### src/rtl/bcmp_pkg.sv
package bcmp_pkg;
  localparam int unsigned BCMP_IN_W  = 32;
  localparam int unsigned BCMP_OUT_W = 16;
endpackage

### src/rtl/bcmp_rank.sv
// Prefix count: for every input bit, how many enables are set below it.
module bcmp_rank #(
  parameter int unsigned IN_W  = 32,
  parameter int unsigned CNT_W = $clog2(IN_W + 1)
) (
  input  logic [IN_W-1:0]  en,
  output logic [CNT_W-1:0] rank [IN_W]
);
  assign rank[0] = '0;
  for (genvar i = 1; i < IN_W; i++) begin : g_pfx
    assign rank[i] = rank[i-1] + CNT_W'(en[i-1]);
  end
endmodule

### src/rtl/bcmp_gather.sv
// Each output slot ORs in the single enabled data bit whose rank equals it.
// Ranks of OUT_W or more match no slot, which truncates the result.
module bcmp_gather #(
  parameter int unsigned IN_W  = 32,
  parameter int unsigned OUT_W = 16,
  parameter int unsigned CNT_W = $clog2(IN_W + 1)
) (
  input  logic [IN_W-1:0]  data,
  input  logic [IN_W-1:0]  en,
  input  logic [CNT_W-1:0] rank [IN_W],
  output logic [OUT_W-1:0] packed_o
);
  for (genvar k = 0; k < OUT_W; k++) begin : g_slot
    logic [IN_W-1:0] hit;
    for (genvar i = 0; i < IN_W; i++) begin : g_src
      assign hit[i] = data[i] & en[i] & (rank[i] == CNT_W'(k));
    end
    assign packed_o[k] = |hit;
  end
endmodule

### src/rtl/bcmp_top.sv
module bcmp_top
  import bcmp_pkg::*;
#(
  parameter int unsigned IN_W  = BCMP_IN_W,
  parameter int unsigned OUT_W = BCMP_OUT_W
) (
  input  logic             clk,
  input  logic             rst,
  input  logic [IN_W-1:0]  din,
  input  logic [IN_W-1:0]  den,
  output logic [OUT_W-1:0] dout
);
  localparam int unsigned CNT_W = $clog2(IN_W + 1);

  logic [CNT_W-1:0] rank [IN_W];
  logic [OUT_W-1:0] packed_c;

  bcmp_rank #(.IN_W(IN_W), .CNT_W(CNT_W)) u_rank (
    .en   (den),
    .rank (rank)
  );

  bcmp_gather #(.IN_W(IN_W), .OUT_W(OUT_W), .CNT_W(CNT_W)) u_gather (
    .data     (din),
    .en       (den),
    .rank     (rank),
    .packed_o (packed_c)
  );

  always_ff @(posedge clk) begin
    if (rst) dout <= '0;
    else     dout <= packed_c;
  end
endmodule

### config.mk
export PLATFORM = sky130hd
export DESIGN_NAME = bcmp_top
export DESIGN_NICKNAME = d
export VERILOG_FILES = /design/src/rtl/bcmp_pkg.sv /design/src/rtl/bcmp_rank.sv /design/src/rtl/bcmp_gather.sv /design/src/rtl/bcmp_top.sv
export SDC_FILE = /design/constraint.sdc
export NUM_CORES = 1
export LEC_CHECK = 0
export BUFFER_PORTS_ARGS = -buffer_cell sky130_fd_sc_hd__buf_2
export CORE_AREA = 10 10 162 201
export CTS_CLUSTER_SIZE = 10
export DETAILED_ROUTE_END_ITERATION = 8
export DIE_AREA = 0 0 172 211
export PLACE_DENSITY_LB_ADDON = 0.15
export SLEW_MARGIN = 20
export SYNTH_ARGS = -nofsm -noshare
export SYNTH_HDL_FRONTEND = slang
export SYNTH_SLANG_ARGS = --single-unit
### constraint.sdc
create_clock -name clk -period 17.65 [get_ports clk]
set_input_delay 0.8825 -clock clk [delete_from_list [all_inputs] [get_ports clk]]
set_output_delay 0.8825 -clock clk [all_outputs]
set_load 0.01 [all_outputs]
==> impl_metrics.yaml <==
run_status:
  outcome: "completed"
detailed_routing:
  avgRoutedWirePerCell_um: 21.2
  drtIter0Drc: 1180
  via_per_inst: 6.40
  drt_wl_total_um: 41100
  ant_nets: 0
  drc: 0
  dr.pass1.iters: 6
  via_count: 12400
clocking:
  post_cts_buffers: 0
  cts-htree-levels: 1
  clock-sinks: 16
  hold_buffers: 0
  numCtsBuffers: 3
  path_clk_slew_ns: 0.05
  cts_tree: "built"
  cts_root_buf: "clkbuf_16"
  cts_buffer_depth: 2
  post_cts_resized: 0
sta:
  max_freq_ghz: 0.0633
  post-route-min-period_ns: 15.79
  period_share_pct: 89.5
  final.setup.tns_ns: 0
  relSlewSlack_pct: 34.5
  slew_violations: 0
  hold_violations: 0
  tightest_slew_ns: 0.974
  setup_viol: 0
  holdWs_ns: 1.05
  grt_setup_unrepaired: "no"
setup_path:
  cpMostUsedCell: "ha_1"
  cp.required_ns: 17.81
  path_max_fanout: 13
  setup.worst_path.end_class: "flip-flop"
  slowest_stage: "xnor2_1"
  timing.critical_path.slowest_cell_delay_ns: 0.74
  cp_top_family: "adder cells"
  crit_end: "dout[1]"
  cp-start-kind: "primary input"
  worstSetupPathType: "primary input to flip-flop"
  crit_start: "den[0]"
  cp.arrival_ns: 15.95
  path_depth: 42
  critPathBufInv: 1
die:
  initial_core_util_pct: 36.5
  fp.dieArea_sq_mm: 0.0363
  die_width_um: 172
  io_pins: 82
  core_area_sq_mm: 0.0285
  fp-row-count: 69
  die_h_um: 211
synthesis:
  yosysUniqueCellTypes: 92
  synth.ff_latch_count: 16
  synth_xor_area_share_pct: 17.5
  synthCells: 1543
  syn_area_sq_mm: 0.0104
  yosys_warnings: 0
  synth_ff_type: "dfxtp_1"
  synth-edff-count: 0
  synthSimpleGateAreaFrac_pct: 40.5
  synth_fp_nets: 1669
  postSynth.asyncResetShare_pct: 0
  avgSynthCellArea_sq_um: 6.74
  synthAdderAreaFrac_pct: 7.57
  synth_compound_area_share_pct: 24.5
  synth_top_family_by_area: "simple AND/OR/NAND/NOR gates"
  synth_seq_area_share_pct: 3.08
  synthMuxAreaShare_pct: 3.28
worst_hold_path:
  hp-class: "primary input to flip-flop"
final_layout:
  post-route-util_pct: 39.3
  num_antenna_cells: 0
  finalNonFillerCells: 1939
  largest_registers: "dout (16)"
  largest_register: "dout"
  area_growth_pct: 7.48
  final_cell_mix: "nand2_1 (219), nor2_1 (158), nand3_1 (92), nor3_1 (89), buf_2 (81)"
  drive_gt1_share_pct: 9.28
  layout_commonest_cell: "nand2_1"
  fin_nets: 1711
  largest_reg_flops: 16
global_routing:
  grt_pass1_wl_um: 64000
  grt_usage_pct: 21.7
  antenna_found_initial: 0
  grt_pass1_vias: 11600
  grt_max_degree: 23
  gr-total-overflow: 0
placed_design:
  port_buffers: 81
  place_congestion: 0.971
  place_hpwl_um: 34500
  dp.cells: 1935
run:
  maxCapViolCount: 0
==> metrics by stage <==
| step | worst slack [ns] | cell area (sq um) |
|---|---|---|
| floorplan | 4.20 | 10400 |
| global placement | 2.18 | 11100 |
| detailed placement | 1.70 | 11100 |
| CTS | 1.98 | 11200 |
| global route | 0.735 | 11200 |
| finish | 1.86 | 11200 |
==> cells by family after synthesis <==
family | Yosys count
simple gates | 836
compound gates | 363
xor+xnor | 142
buf+inv | 90
fa+ha+maj | 63
mux | 33
flops | 16
==> Yosys cell counts (6+ instances only) <==
cell type	n	area, sq um
a22oi_1	14	105
nor4_1	44	275
a21oi_1	57	285
xnor2_1	66	578
and3_1	30	188
nand3_1	92	460
a221oi_1	18	158
xnor2_2	11	179
a311oi_1	7	61.3
a31oi_1	25	156
o31ai_1	12	90.1
nand3b_1	12	90.1
nand2_1	219	822
nand2b_1	20	125
ha_1	59	738
nor2b_1	11	68.8
a211oi_1	17	128
o22ai_1	40	250
or4_1	6	45.0
o221ai_1	21	184
dfxtp_1	16	320
mux2i_1	27	270
and4_1	12	105
o21ai_0	51	255
buf_2	14	70.1
xor2_1	32	280
xnor3_1	17	383
and2_1	25	156
nor2_1	158	593
nor3_1	89	445
or2_2	6	37.5
o211ai_1	20	150
nor3b_1	21	158
inv_1	37	139
or3_1	25	156
a32oi_1	8	70.1
clkbuf_1	33	124
nand4_1	41	257
==> layer usage <==
metal | up-vias | track usage, % | part of all wire (%)
li1 | 6005 | - | -
met1 | 5829 | 27.5 | 42
met2 | 498 | 38.1 | 49
met3 | 81 | 1.70 | 6.0
met4 | 0 | 5.99 | 2.9
met5 | - | 0 | 0
==> worst min path at each step <==
stage                 start       to  cells past startpoint
floorplan           din[29]  dout[3]                      2
global placement        rst  dout[7]                      2
detailed placement      rst  dout[7]                      2
CTS                     rst  dout[7]                      2
global route            rst  dout[8]                      2
finish                  rst  dout[7]                      2
==> cell type report <==
class,instances,area (sq um)
clock buffer,4,88.8
fill,3064,17300
inverter,37,139
multi-input combinational,1437,9720
sequential,16,320
tap,355,444
timing repair buffer,90,473
Power is left out: the tool's default activity adds up to more than one toggle a clock period on the data nets, which glitch-free logic cannot reach.
